[src/rtl/shut_pkg.sv]
package shut_pkg;
  localparam int SHUT_LOAD_W = 9;

  typedef enum logic [1:0] {
    SM_FLICKERLESS = 2'b00,
    SM_HIGH        = 2'b01,
    SM_LOW         = 2'b10,
    SM_OFF         = 2'b11
  } shut_mode_e;

  localparam logic [SHUT_LOAD_W-1:0] LOAD_MAX = 9'h1FF;

  // speed rank 0..7 from the three code lines, rank 0 is code 111
  function automatic logic [2:0] speed_rank(input logic [2:0] code_scd);
    return {~code_scd[0], ~code_scd[1], ~code_scd[2]};
  endfunction

  function automatic logic [SHUT_LOAD_W-1:0] high_load(input logic [2:0] rank,
                                                      input logic pal);
    logic [SHUT_LOAD_W-1:0] v;
    case (rank)
      3'd0:    v = LOAD_MAX;
      3'd1:    v = pal ? 9'h143 : 9'h176;
      3'd2:    v = pal ? 9'h105 : 9'h137;
      3'd3:    v = pal ? 9'h0E6 : 9'h118;
      3'd4:    v = pal ? 9'h0D6 : 9'h108;
      3'd5:    v = pal ? 9'h0CE : 9'h100;
      3'd6:    v = pal ? 9'h0CA : 9'h0FC;
      default: v = pal ? 9'h0C8 : 9'h0FA;
    endcase
    return v;
  endfunction

  // exposure in fields = 2 * (LOAD_MAX - load), rank k gives 2*(k+1) fields
  function automatic logic [SHUT_LOAD_W-1:0] low_load(input logic [2:0] rank);
    return LOAD_MAX - SHUT_LOAD_W'(rank) - 1'b1;
  endfunction

  function automatic logic [SHUT_LOAD_W-1:0] flicker_load(input logic pal);
    return pal ? 9'h149 : 9'h196;
  endfunction
endpackage

[src/rtl/shutter_line_sync.sv]
module shutter_line_sync #(
  parameter int          W       = 1,
  parameter int          STAGES  = 2,
  parameter logic [W-1:0] RST_VAL = '0
) (
  input  logic         clk,
  input  logic         rst_n,
  input  logic [W-1:0] d,
  output logic [W-1:0] q
);
  logic [W-1:0] chain_q [STAGES];

  always_ff @(posedge clk or negedge rst_n) begin
    if (!rst_n) begin
      for (int i = 0; i < STAGES; i++) chain_q[i] <= RST_VAL;
    end else begin
      chain_q[0] <= d;
      for (int i = 1; i < STAGES; i++) chain_q[i] <= chain_q[i-1];
    end
  end

  assign q = chain_q[STAGES-1];
endmodule

[src/rtl/shutter_ser_capture.sv]
module shutter_ser_capture #(
  parameter int                   FRAME_BITS = 12,
  parameter int                   KEEP_BITS  = 11,
  parameter int                   CNT_W      = 4,
  parameter logic [KEEP_BITS-1:0] RST_WORD   = '1
) (
  input  logic                 clk,
  input  logic                 rst_n,
  input  logic                 en,
  input  logic                 bit_tick,
  input  logic                 xfer,
  input  logic                 din,
  output logic [KEEP_BITS-1:0] word_q,
  output logic [CNT_W-1:0]     cnt_q
);
  logic [KEEP_BITS-1:0] shift_q;
  logic                 room;
  logic                 keep;

  assign room = cnt_q < CNT_W'(FRAME_BITS);
  assign keep = cnt_q < CNT_W'(KEEP_BITS);

  always_ff @(posedge clk or negedge rst_n) begin
    if (!rst_n) begin
      shift_q <= RST_WORD;
      word_q  <= RST_WORD;
      cnt_q   <= '0;
    end else if (en) begin
      if (xfer) begin
        word_q <= shift_q;
        cnt_q  <= '0;
      end else if (bit_tick && room) begin
        if (keep) shift_q[cnt_q] <= din;
        cnt_q <= cnt_q + 1'b1;
      end
    end
  end
endmodule

[src/rtl/shutter_par_decode.sv]
module shutter_par_decode
  import shut_pkg::*;
(
  input  logic [1:0]             mode_pins,
  input  logic [2:0]             code_scd,
  input  logic                   pal,
  output logic [1:0]             mode,
  output logic [SHUT_LOAD_W-1:0] load
);
  logic [2:0] rank;

  assign rank = speed_rank(code_scd);
  assign mode = mode_pins;

  always_comb begin
    case (shut_mode_e'(mode_pins))
      SM_FLICKERLESS: load = flicker_load(pal);
      SM_HIGH:        load = high_load(rank, pal);
      SM_LOW:         load = low_load(rank);
      default:        load = LOAD_MAX;
    endcase
  end
endmodule

[src/rtl/shutter_cfg_if.sv]
module shutter_cfg_if
  import shut_pkg::*;
#(
  parameter int SYNC_STAGES = 2
) (
  input  logic                   clk,
  input  logic                   rst_n,
  input  logic                   sel_par_i,
  input  logic                   line_stb_i,
  input  logic                   line_clk_i,
  input  logic                   line_dat_i,
  input  logic                   mode_hi_i,
  input  logic                   mode_lo_i,
  input  logic                   std_pal_i,
  output logic [1:0]             mode_o,
  output logic [SHUT_LOAD_W-1:0] load_o
);
  localparam int FRAME_BITS = SHUT_LOAD_W + 3;
  localparam int KEEP_BITS  = SHUT_LOAD_W + 2;
  localparam int CNT_W      = $clog2(FRAME_BITS + 1);
  localparam int M_HI_POS   = SHUT_LOAD_W;
  localparam int M_LO_POS   = SHUT_LOAD_W + 1;

  // synced bundle: pal, mode_hi, mode_lo, sel, stb, sclk, dat
  logic [6:0] raw_lines;
  logic [6:0] sync_lines;
  logic       pal_s, mhi_s, mlo_s, sel_s, stb_s, sclk_s, dat_s;
  logic       stb_prev_q, sclk_prev_q;

  assign raw_lines = {std_pal_i, mode_hi_i, mode_lo_i, sel_par_i,
                      line_stb_i, line_clk_i, line_dat_i};

  shutter_line_sync #(
    .W(7), .STAGES(SYNC_STAGES), .RST_VAL(7'b0000100)
  ) u_sync (
    .clk(clk), .rst_n(rst_n), .d(raw_lines), .q(sync_lines)
  );

  assign {pal_s, mhi_s, mlo_s, sel_s, stb_s, sclk_s, dat_s} = sync_lines;

  always_ff @(posedge clk or negedge rst_n) begin
    if (!rst_n) begin
      stb_prev_q  <= 1'b1;
      sclk_prev_q <= 1'b0;
    end else begin
      stb_prev_q  <= stb_s;
      sclk_prev_q <= sclk_s;
    end
  end

  // named internal events
  logic                 ser_sel;
  logic                 sclk_rise;
  logic                 stb_fall;
  logic [KEEP_BITS-1:0] work_q;
  logic [CNT_W-1:0]     frame_cnt;

  assign ser_sel   = ~sel_s;
  assign sclk_rise = sclk_s & ~sclk_prev_q;
  assign stb_fall  = ~stb_s & stb_prev_q;

  shutter_ser_capture #(
    .FRAME_BITS(FRAME_BITS), .KEEP_BITS(KEEP_BITS), .CNT_W(CNT_W),
    .RST_WORD({KEEP_BITS{1'b1}})
  ) u_ser (
    .clk(clk), .rst_n(rst_n), .en(ser_sel), .bit_tick(sclk_rise),
    .xfer(stb_fall), .din(dat_s), .word_q(work_q), .cnt_q(frame_cnt)
  );

  logic [1:0]             par_mode;
  logic [SHUT_LOAD_W-1:0] par_load;

  shutter_par_decode u_par (
    .mode_pins({mhi_s, mlo_s}), .code_scd({stb_s, sclk_s, dat_s}),
    .pal(pal_s), .mode(par_mode), .load(par_load)
  );

  always_comb begin
    if (ser_sel) begin
      mode_o = {work_q[M_HI_POS], work_q[M_LO_POS]};
      load_o = work_q[SHUT_LOAD_W-1:0];
    end else begin
      mode_o = par_mode;
      load_o = par_load;
    end
  end
endmodule

[config.mk]
export PLATFORM = sky130hd
export DESIGN_NAME = shutter_cfg_if
export DESIGN_NICKNAME = d
export VERILOG_FILES = /design/src/rtl/shut_pkg.sv /design/src/rtl/shutter_line_sync.sv /design/src/rtl/shutter_ser_capture.sv /design/src/rtl/shutter_par_decode.sv /design/src/rtl/shutter_cfg_if.sv
export SDC_FILE = /design/constraint.sdc
export NUM_CORES = 1
export LEC_CHECK = 0
export ABC_AREA = 1
export BUFFER_PORTS_ARGS = -buffer_cell sky130_fd_sc_hd__buf_2
export CORE_MARGIN = 5
export CORE_UTILIZATION = 50
export CTS_CLUSTER_SIZE = 16
export DETAILED_ROUTE_END_ITERATION = 10
export HOLD_SLACK_MARGIN = 0.08
export PLACE_DENSITY = 0.69
export SLEW_MARGIN = 5
export SYNTH_ARGS = -nofsm -noshare
export SYNTH_HDL_FRONTEND = slang
export SYNTH_SLANG_ARGS = --single-unit
[constraint.sdc]
create_clock -name clk -period 2.61 [get_ports clk]
set_clock_uncertainty 0.15 [all_clocks]
set_input_delay 0.522 -clock clk [delete_from_list [all_inputs] [get_ports clk]]
set_output_delay 0.522 -clock clk [all_outputs]
set_load 0.01 [all_outputs]
* After elaboration in Yosys (flattened, before gate mapping)
Cells that the tools add are included.
** Storage, ports and cells
- Flip-flop bits (word level) :: 42
** Cells by class
- Bitwise logic cells :: 8
- Order comparisons :: 4
- Add/subtract/negate cells :: 3
- Muxes and demuxes :: 17
- Reductions and logical operators :: 8
- Equal/unequal tests :: 8
** Operators by type and width (number)
- 9-bit case mux with 7 select lines :: 1
- 9-bit 2-to-1 mux :: 4
- 9-bit case mux with 3 select lines :: 1
- 6-bit 2-to-1 mux :: 4
- 11-bit bitwise mux :: 1
- 3-bit equality test (second input constant) :: 3
- 9-bit by 1-bit subtractor with 9-bit output (second input constant) :: 1
- 4-bit < comparator (second input constant) :: 2
- 4-bit 2-to-1 mux :: 2
- 8-bit 2-to-1 mux :: 1
- 3-bit by 2-bit equality test with 1-bit output (second input constant) :: 2
- 1-bit inverter :: 6
- 4-bit by 5-bit < comparator with 1-bit output (second input constant) :: 1
- 1-bit by 4-bit subtractor with 5-bit output (first input constant) :: 1
- 4-bit by 1-bit adder with 4-bit output (second input constant) :: 1
- 1-bit demux with 4-bit select :: 1
- 4-bit by 1-bit greater-or-equal comparator with 1-bit output (second input constant) :: 1
- 2-bit AND reduction :: 2
- 4-bit AND reduction :: 1
- 3-bit by 1-bit equality test with 1-bit output (second input constant) :: 1
- 3-bit zero test :: 1
- 1-bit AND :: 2
- 2-bit by 1-bit equality test with 1-bit output (second input constant) :: 1
- 2-bit equality test (second input constant) :: 1
- 5 further kinds :: 6

* Depth between registers and ports, before layout
Gate-level depths: netlist (run 1).
- Depth after elaboration :: 5
- Depth in mapped cells :: 11
- Mapped depth without buffers :: 11

* Hierarchy
A second synthesis (run 1) with hierarchy kept.
** Unflattened totals
- Cells, all modules :: 302
- Area total of the unflattened synthesis :: 2448.6 um2
** By module, submodules not included
- shutter_ser_capture :: times used 1, area each 1271.2 um2, cells each 148
- shutter_par_decode :: times used 1, area each 559.3 um2, cells each 91
- shutter_line_sync :: times used 1, area each 405.4 um2, cells each 21
- shutter_cfg_if :: times used 1, area each 212.7 um2, cells each 42

* Least setup slack after synthesis (run 1)
OpenSTA, ideal clock, no wires.
- Kind :: register to output
- Start :: register u_sync.chain_q, in the netlist u_sync.q[2]
- End :: output load_o[3]
- Slack :: 0.404 ns
- Arrival :: 1.534 ns
- Stages on the path, launching flop included :: 10
- Required time :: 1.938 ns
- Cells stage by stage :: dfstp_2 inv_2 ha_1 nand2_1 inv_2 nor2_4 nand2_2 nand3b_1 nand2_1 a21oi_1
** On the way
- Word-level cells in the longest chain between the ends :: 5
- Elaborated cells between the ends (all ways) :: 13
- Those cells by class :: 2 x add/sub; 6 x eq/ne; 3 x mux; 1 x bitwise; 1 x reduce/logical
** Ends and longest elaborated chain
- from (decl) :: RTL line shutter_line_sync.sv:11 : logic [W-1:0] chain_q [STAGES];
- 1-bit inverter * :: RTL line shut_pkg.sv:15 : return {~code_scd[0], ~code_scd[1], ~code_scd[2]};
- 1-bit by 4-bit subtractor with 5-bit output (tied with other cells) :: RTL line shut_pkg.sv:36 : return LOAD_MAX - SHUT_LOAD_W'(rank) - 1'b1;
- 9-bit by 1-bit subtractor with 9-bit output / 9-bit case mux with 7 select lines (equally long branches) :: RTL line shut_pkg.sv:36, shut_pkg.sv:21
- 9-bit case mux with 3 select lines * :: RTL line shutter_par_decode.sv:16 : case (shut_mode_e'(mode_pins))
- 9-bit 2-to-1 mux * :: RTL line shutter_cfg_if.sv:79 : if (ser_sel) begin
- to (decl) :: RTL line shutter_cfg_if.sv:16 : output logic [SHUT_LOAD_W-1:0] load_o
Mark *: on every way between the ends. The rest lies on a longest branch, timed or not.

* Worst setup path after layout (run 1)
- Start :: register u_sync.chain_q, in the netlist u_sync.q[2]
- End :: output load_o[6]
The elaborated chain is that of the path after synthesis.

==> out/qor.csv, run 1 <==
stage,metric,value,unit
status,status,"complete, but fails checks",
status,violations,negative setup slack,
floorplan,fp.coreArea,0.00426,mm²
critical_path,critPathSlowestCell,dfstp_2,
yosys,synthArstFlopShare,100,%
global_route,antenna_found_initial,0,
power,powerDensity,644,mW/mm²
yosys,yosysMostFrequentCell,nand2_1,
run,maxCapViolations,0,
clocking,htreeDepth,2,
routing,wl,4580,µm
yosys,syn_area,0.00216,mm²
power,total_power,1.65,mW
routing,drt_pass1_iterations,4,
yosys,syn_inst,259,
finish,seq_area,0.00109,mm²
yosys,synthTopCellsByArea,"dfstp_2 (30%), dfrtp_1 (20%), nand2_1 (15%), nand3_1 (5.6%), ha_1 (5.2%)",
yosys,ys.flop_type,dfstp_2,
min_path,holdCritPathClass,primary input to flip-flop,
finish,multiInputGateArea,0.00111,mm²
yosys,yosysSeqAreaShare,50.0,%
critical_path,start_kind,flip-flop,
floorplan,rows,24,
yosys,synthMuxAreaShare,0,%
routing,post_drt_via_cell_ratio,5.12,
yosys,synthAdderAreaFrac,5.21,%
yosys,synth_top_family_by_area,simple AND/OR/NAND/NOR gates,
critical_path,required,1.94,ns
finish,num-nets-final,301,
routing,avgRoutedWirePerCell,13.6,µm
clocking,clock-sinks,42,
yosys,synth_edf_count,0,
critical_path,reg2reg_to,u_ser.cnt_q[2],
placement,gp_congestion,0.899,
global_route,grt_use_total,17.2,%
global_route,grt_pass1_wl,7520,µm
yosys,avgSynthCellArea,8.35,µm²
global_route,grt_max_degree,43,
timing,slew_headroom,42.3,%
critical_path,timing.rr.start,u_sync.q[2],
finish,antennaDiodeCount,0,
finish,fin_util,60.2,%
clocking,cts_tree,yes,
clocking,cts-root-buf,clkbuf_8,
clocking,clkSlewWorstSetupHoldPaths,0.07,ns
placement,dp_hpwl,3400,µm
timing,tightest_slew,0.866,ns
critical_path,crit_type,flip-flop to primary output,
yosys,synth_top_area_cell,dfstp_2,
critical_path,crit_top_cell,nand3_2,
floorplan,die-area,0.00574,mm²
yosys,synth_xor_area_share,0.405,%
power,ir_drop,0.482,mV
routing,first_iter_violations,105,
routing,num_vias,1721,
routing,ant_nets,0,
yosys,synthTopCellsByCount,"nand2_1 (84), dfstp_2 (25), nand3_1 (24)",
timing,fin_tns_setup,-0.00954,ns
routing,drc,0,
yosys,yosysWarnings,0,
clocking,numCtsBuffers,5,
finish,nFillCells,387,
floorplan,fp.dieH,75.8,µm
timing,fin_crit,2.62,ns
timing,fin_ws,-0.00954,ns
timing,hold_violations,0,
critical_path,crit_fanout,5,
min_path,min_from,line_stb_i,
critical_path,regToRegSetupSlack,0.53,ns
critical_path,end_kind,primary output,
floorplan,die_w,75.8,µm
timing,clock.fmax,382,MHz
power,leakage,1.17,nW
floorplan,io_pins,20,
yosys,synth_cell_types,31,
floorplan,start_util,50.7,%
finish,drive_gt1_share,35.9,%
clocking,insertion_delay,0.28,ns
critical_path,reg2reg_depth,9,
timing,rsz0062_at_grt,yes,
yosys,synth_top_area_share,30.4,%
critical_path,cp_cell_sequence,"inv_4, ha_4, nand3_1, nand3_2, nor2_2, nand3_2, nor2_1, o21ai_1, buf_2",
global_route,grt_pass1_vias,1685,
critical_path,cpPeakStageDelay,0.62,ns
critical_path,crit_arrival,1.95,ns
yosys,syn_nets,277,
placement,port_buffers,19,
timing,finalCritPeriodShare,100,%
timing,drv_slew,0,
clocking,ctsHoldBuffers,0,
timing,setup_viol,1,
clocking,ctsLongestPathBuffers,2,
yosys,synth_compound_area_share,8.21,%
finish,area.growth.synth_to_final,18.7,%
global_route,grt-ovfl-total,0,
critical_path,startpoint,u_sync.q[2],
yosys,yosys.area_share.simple,30.6,%
yosys,ys_ff_latch,42,
critical_path,critPathCapture,load_o[6],
## layout make-up
type	instances	area share [%]
repair buffers	24	5.17
inverters	19	3.17
clock inverters	1	0.195
multi-input cells	191	43.3
clock buffers	7	3.36
flip-flops and latches	42	42.3
well taps	52	2.53
## placed cells by master (no fill, tap or decap), types with 4 or more instances in the layout
cell / netlist / routed
inv_1: 12 / 12
a21oi_1: 8 / 5
o21ai_1: 13 / 13
nand2_1: 84 / 76
inv_4: 1 / 4
buf_2: 4 / 19
a21oi_2: 1 / 4
dfstp_2: 25 / 25
nand2_4: 0 / 7
nor2_4: 4 / 5
nand3_1: 24 / 19
ha_1: 9 / 5
nand2_2: 5 / 6
nand3_2: 0 / 5
nor2_1: 20 / 19
buf_4: 0 / 5
dfrtp_1: 17 / 14
clkbuf_8: 0 / 6
## through the flow
stage / hold slack (ns) / cell area [µm²] / worst slack [ns] / std cells
3_5_place_dp: 0.187 / 2290 / 0.215 / 325
3_3_place_gp: 0.182 / 2290 / 0.245 / 325
6_report: 0.184 / 2570 / -0.00954 / 336
2_1_floorplan: 0.0764 / 2160 / 0.404 / 259
5_1_grt: 0.163 / 2570 / -0.127 / 336
4_1_cts: 0.173 / 2430 / -0.0186 / 335
## flip-flops by register name (all words and copies together) (netlist names)
register / count
u_ser.shift_q: 11
u_ser.word_q: 11
u_sync.chain_q: 7
u_sync.q: 7
u_ser.cnt_q: 4
sclk_prev_q: 1
stb_prev_q: 1
## per-layer routing
metal	vias to the layer above	track usage, %	wire length, µm
met5	-	0	0
met4	0	6.41	106
met3	8	2.51	123
met2	26	30.1	2380
met1	809	21.3	1970
li1	878	-	-
## power by group
group	internal [mW]	switching [mW]	total (mW)	leakage [nW]
clock network	0.213	0.196	0.409	0.0482
registers	0.806	0.0802	0.886	0.460
logic	0.139	0.220	0.360	0.660
total	1.16	0.496	1.65	1.17
## how the worst min path moves through the flow
| stage | to | slack (ns) | cells past startpoint |
|---|---|---|---|
| 2_1_floorplan | sclk_prev_q | 0.08 | 0 |
| 3_3_place_gp | u_sync.q[3] | 0.18 | 0 |
| 3_5_place_dp | u_sync.q[1] | 0.19 | 0 |
| 4_1_cts | u_sync.chain_q[9] | 0.17 | 1 |
| 5_1_grt | u_sync.chain_q[9] | 0.16 | 1 |
| 6_report | u_sync.chain_q[9] | 0.18 | 1 |
## worst max-delay path, delay by kind of cell (launching register included)
family | cells | cell delay, ns
flip-flops | 1 | 0.62
AND/OR/NAND/NOR | 5 | 0.57
adder cells (fa/ha/maj) | 1 | 0.18
buffers and inverters | 2 | 0.21
AO/OA/AOI/OAI | 1 | 0.08
## repair_timing
| action | CTS | global route |
|---|---|---|
| setup endpoints to repair | 6 | 8 |
| gates resized for setup | 10 | 31 |
| pin swaps | 3 | 11 |
| buffers inserted | 2 | 1 |
## cell families (layout without fill, tap and decap cells)
group,Yosys count,in the layout
adder cells (fa/ha/maj),9,9
XOR/XNOR,1,1
AO/OA/AOI/OAI,32,32
AND/OR/NAND/NOR,149,149
buffers and inverters,26,51
flip-flops,42,42
(Power assumes the default switching activity.)
==> inputs of run 2 (changes only) <==
--- a/config.mk
+++ b/config.mk
@@ -13,6 +13,7 @@
 export DETAILED_ROUTE_END_ITERATION = 10
 export HOLD_SLACK_MARGIN = 0.08
 export PLACE_DENSITY = 0.69
+export SETUP_SLACK_MARGIN = 0.2
 export SLEW_MARGIN = 5
 export SYNTH_ARGS = -nofsm -noshare
 export SYNTH_HDL_FRONTEND = slang
==> out/qor.csv, run 2 (synthesis gave the netlist of run 1 again) <==
stage,metric,value,unit,change
critical_path,cpPeakStageDelay,0.60,ns,-0.02 ns
finish,most-common-layout-cells,"nand2_1 (72), dfstp_2 (25), buf_2 (19), nor2_1 (18), nand3_1 (17)",,
critical_path,crit_type,flip-flop to primary output,,
clocking,htreeDepth,2,,unchanged
finish,finish.instance_area,0.00274,mm²,+6.7%
critical_path,end_kind,primary output,,
min_path,min_to,u_sync.chain_q[9],,
min_path,holdCritPathClass,primary input to flip-flop,,
finish,num-nets-final,308,,+2.3%
power,ir_drop,0.488,mV,+1.1%
min_path,min_from,line_stb_i,,
routing,drc,0,,unchanged
finish,fin_util,64.3,%,+4.0 points
finish,seq_area,0.00109,mm²,+0.23%
timing,clock.fmax,385,MHz,+0.84%
routing,avgRoutedWirePerCell,14.3,µm,+5.2%
status,status,completed,,
clocking,cts_tree,yes,,
global_route,busiest_layer,met2,,
power,total_power,1.69,mW,+2.2%
critical_path,crit_top_cell,nand2_4,,
timing,setup_viol,0,,-1
power,p_int,1.18,mW,+1.6%
run,maxCapViolations,0,,unchanged
global_route,met1_usage,22.1,%,+0.84 points
finish,drive_gt1_share,40.9,%,+5.0 points
critical_path,required,1.94,ns,about the same
finish,stdcell_count,343,,+2.1%
power,leakage,1.24,nW,+5.9%
timing,rsz0062_at_grt,yes,,
global_route,grt-ovfl-total,0,,unchanged
finish,nFillCells,360,,-7.0%
finish,multiInputGateArea,0.00121,mm²,+8.8%
floorplan,die-area,0.00574,mm²,unchanged
floorplan,start_util,50.7,%,unchanged
clocking,cts-root-buf,clkbuf_8,,
clocking,ctsLongestPathBuffers,2,,unchanged
min_path,whs_path_depth,1,,unchanged
placement,dp_hpwl,3400,µm,unchanged
routing,num_vias,1790,,+4.0%
critical_path,reg2reg_depth,10,,+1
floorplan,die_w,75.8,µm,unchanged
clocking,clock-sinks,42,,unchanged
routing,wl,4910,µm,+7.3%
critical_path,crit_arrival,1.93,ns,-0.02 ns
routing,ant_nets,0,,unchanged
critical_path,crit_fanout,5,,unchanged
placement,place_inst,325,,unchanged
clocking,clkSlewWorstSetupHoldPaths,0.08,ns,about the same
timing,drv_slew,0,,unchanged
placement,placed_cell_area,0.00229,mm²,unchanged
critical_path,critPathSlowestCell,dfstp_2,,
placement,port_buffers,19,,unchanged
finish,antennaDiodeCount,0,,unchanged
floorplan,fp.dieH,75.8,µm,unchanged
global_route,grtUsageMet3,2.64,%,+0.13 points
routing,post_drt_via_cell_ratio,5.22,,+1.9%
global_route,grt_use_total,18.3,%,+1.1 points
critical_path,regToRegSetupSlack,0.49,ns,-0.04 ns
timing,hold_violations,0,,unchanged
critical_path,reg2reg_to,u_ser.cnt_q[2],,
finish,top_regs,"u_ser.shift_q (11), u_ser.word_q (11)",,
timing,finalCritPeriodShare,99.5,%,-0.84 points
power,powerDensity,617,mW/mm²,-4.3%
global_route,grt_pass1_vias,1764,,+4.7%
global_route,grt_max_degree,43,,unchanged
global_route,grt_pass1_wl,8000,µm,+6.3%
critical_path,cp_cell_sequence,"inv_4, ha_4, nand2_4, nand2_4, nor2_4, nand2_4, nand3b_1, nand2_1, a21oi_2, buf_2",,
routing,first_iter_violations,146,,+39%
placement,gp_congestion,0.899,,unchanged
power,clkPwrFrac,24.1,%,-0.6 points
floorplan,io_pins,20,,unchanged
finish,mostFrequentLayoutCell,nand2_1,,
critical_path,start_kind,flip-flop,,
clocking,ctsHoldBuffers,0,,unchanged
floorplan,rows,24,,unchanged
clocking,insertion_delay,0.28,ns,about the same
power,p_comb_share,23.4,%,+1.7 points
critical_path,timing.rr.start,u_sync.q[2],,
floorplan,fp.coreArea,0.00426,mm²,unchanged
global_route,antenna_found_initial,0,,unchanged
power,power_switching_share,30.4,%,+0.42 points
power,power_frac_seq,52.5,%,-1.0 points
timing,tightest_slew,0.857,ns,-0.00960 ns
routing,drt_pass1_iterations,4,,unchanged
timing,fin_crit,2.60,ns,-0.0219 ns
global_route,grt_util_met2,32.2,%,+2.1 points
finish,area.growth.synth_to_final,26.7,%,
timing,fin_tns_setup,0,ns,+0.00954 ns
clocking,numCtsBuffers,5,,unchanged
power,p_switching,0.514,mW,+3.6%
timing,slew_headroom,42.9,%,+0.64 points
[run 2: area by class of cell]
cell class	instances	share of cell area [%]
tap	52	2.37
timing repair buffer	31	7.49
sequential	42	39.7
inverter	19	2.97
multi-input combinational	191	44.1
clock buffer	7	3.15
clock inverter	1	0.183
[run 2: worst max-delay path, delay by kind of cell (launching register included)]
| kind | cells | cell delay, ns |
|---|---|---|
| AOI/OAI and AO/OA | 1 | 0.13 |
| DFF | 1 | 0.60 |
| and+or+nand+nor | 6 | 0.52 |
| buffers and inverters | 2 | 0.21 |
| adders and majority gates | 1 | 0.19 |
[run 2: per-layer routing]
metal / routed length, µm / vias up
met5: 0 / -
met4: 175 / 0
met3: 170 / 14
met2: 2540 / 44
met1: 2030 / 839
li1: - / 893
[run 2: worst max path at each step]
stage | end | slack [ns] | start | depth (start not counted)
finish | load_o[3] | 0.01 | u_sync.q[2] | 10
global route | load_o[6] | -0.09 | u_sync.q[2] | 10
CTS | load_o[3] | 0.008 | u_sync.q[2] | 10
detailed placement | load_o[6] | 0.21 | u_sync.q[2] | 10
global placement | load_o[1] | 0.24 | u_sync.q[2] | 11
floorplan | load_o[3] | 0.40 | u_sync.q[2] | 9
[run 2: repair_timing]
item / CTS / global route
endpoints found under the hold margin: 0 / 0
endpoints found under the setup margin: 9 / 9
resized for setup: 34 / 30
buffers inserted: 5 / 5
pin swaps: 11 / 14
[run 2: per-stage QoR]
stage / setup WS, ns / hold WS [ns]
after detailed placement: 0.215 / 0.187
after global placement: 0.245 / 0.182
after floorplan: 0.404 / 0.0764
after CTS: 0.00833 / 0.173
final: 0.0123 / 0.183
after global routing: -0.0938 / 0.162
[run 2: power by group through the flow]
stage / combinational (mW) / clock, mW / sequential [mW]
floorplan: 0.246 / 0 / 0.866
global placement: 0.327 / 0 / 0.887
detailed placement: 0.333 / 0 / 0.893
CTS: 0.362 / 0.423 / 0.885
global route: 0.449 / 0.449 / 0.903
finish: 0.395 / 0.408 / 0.887
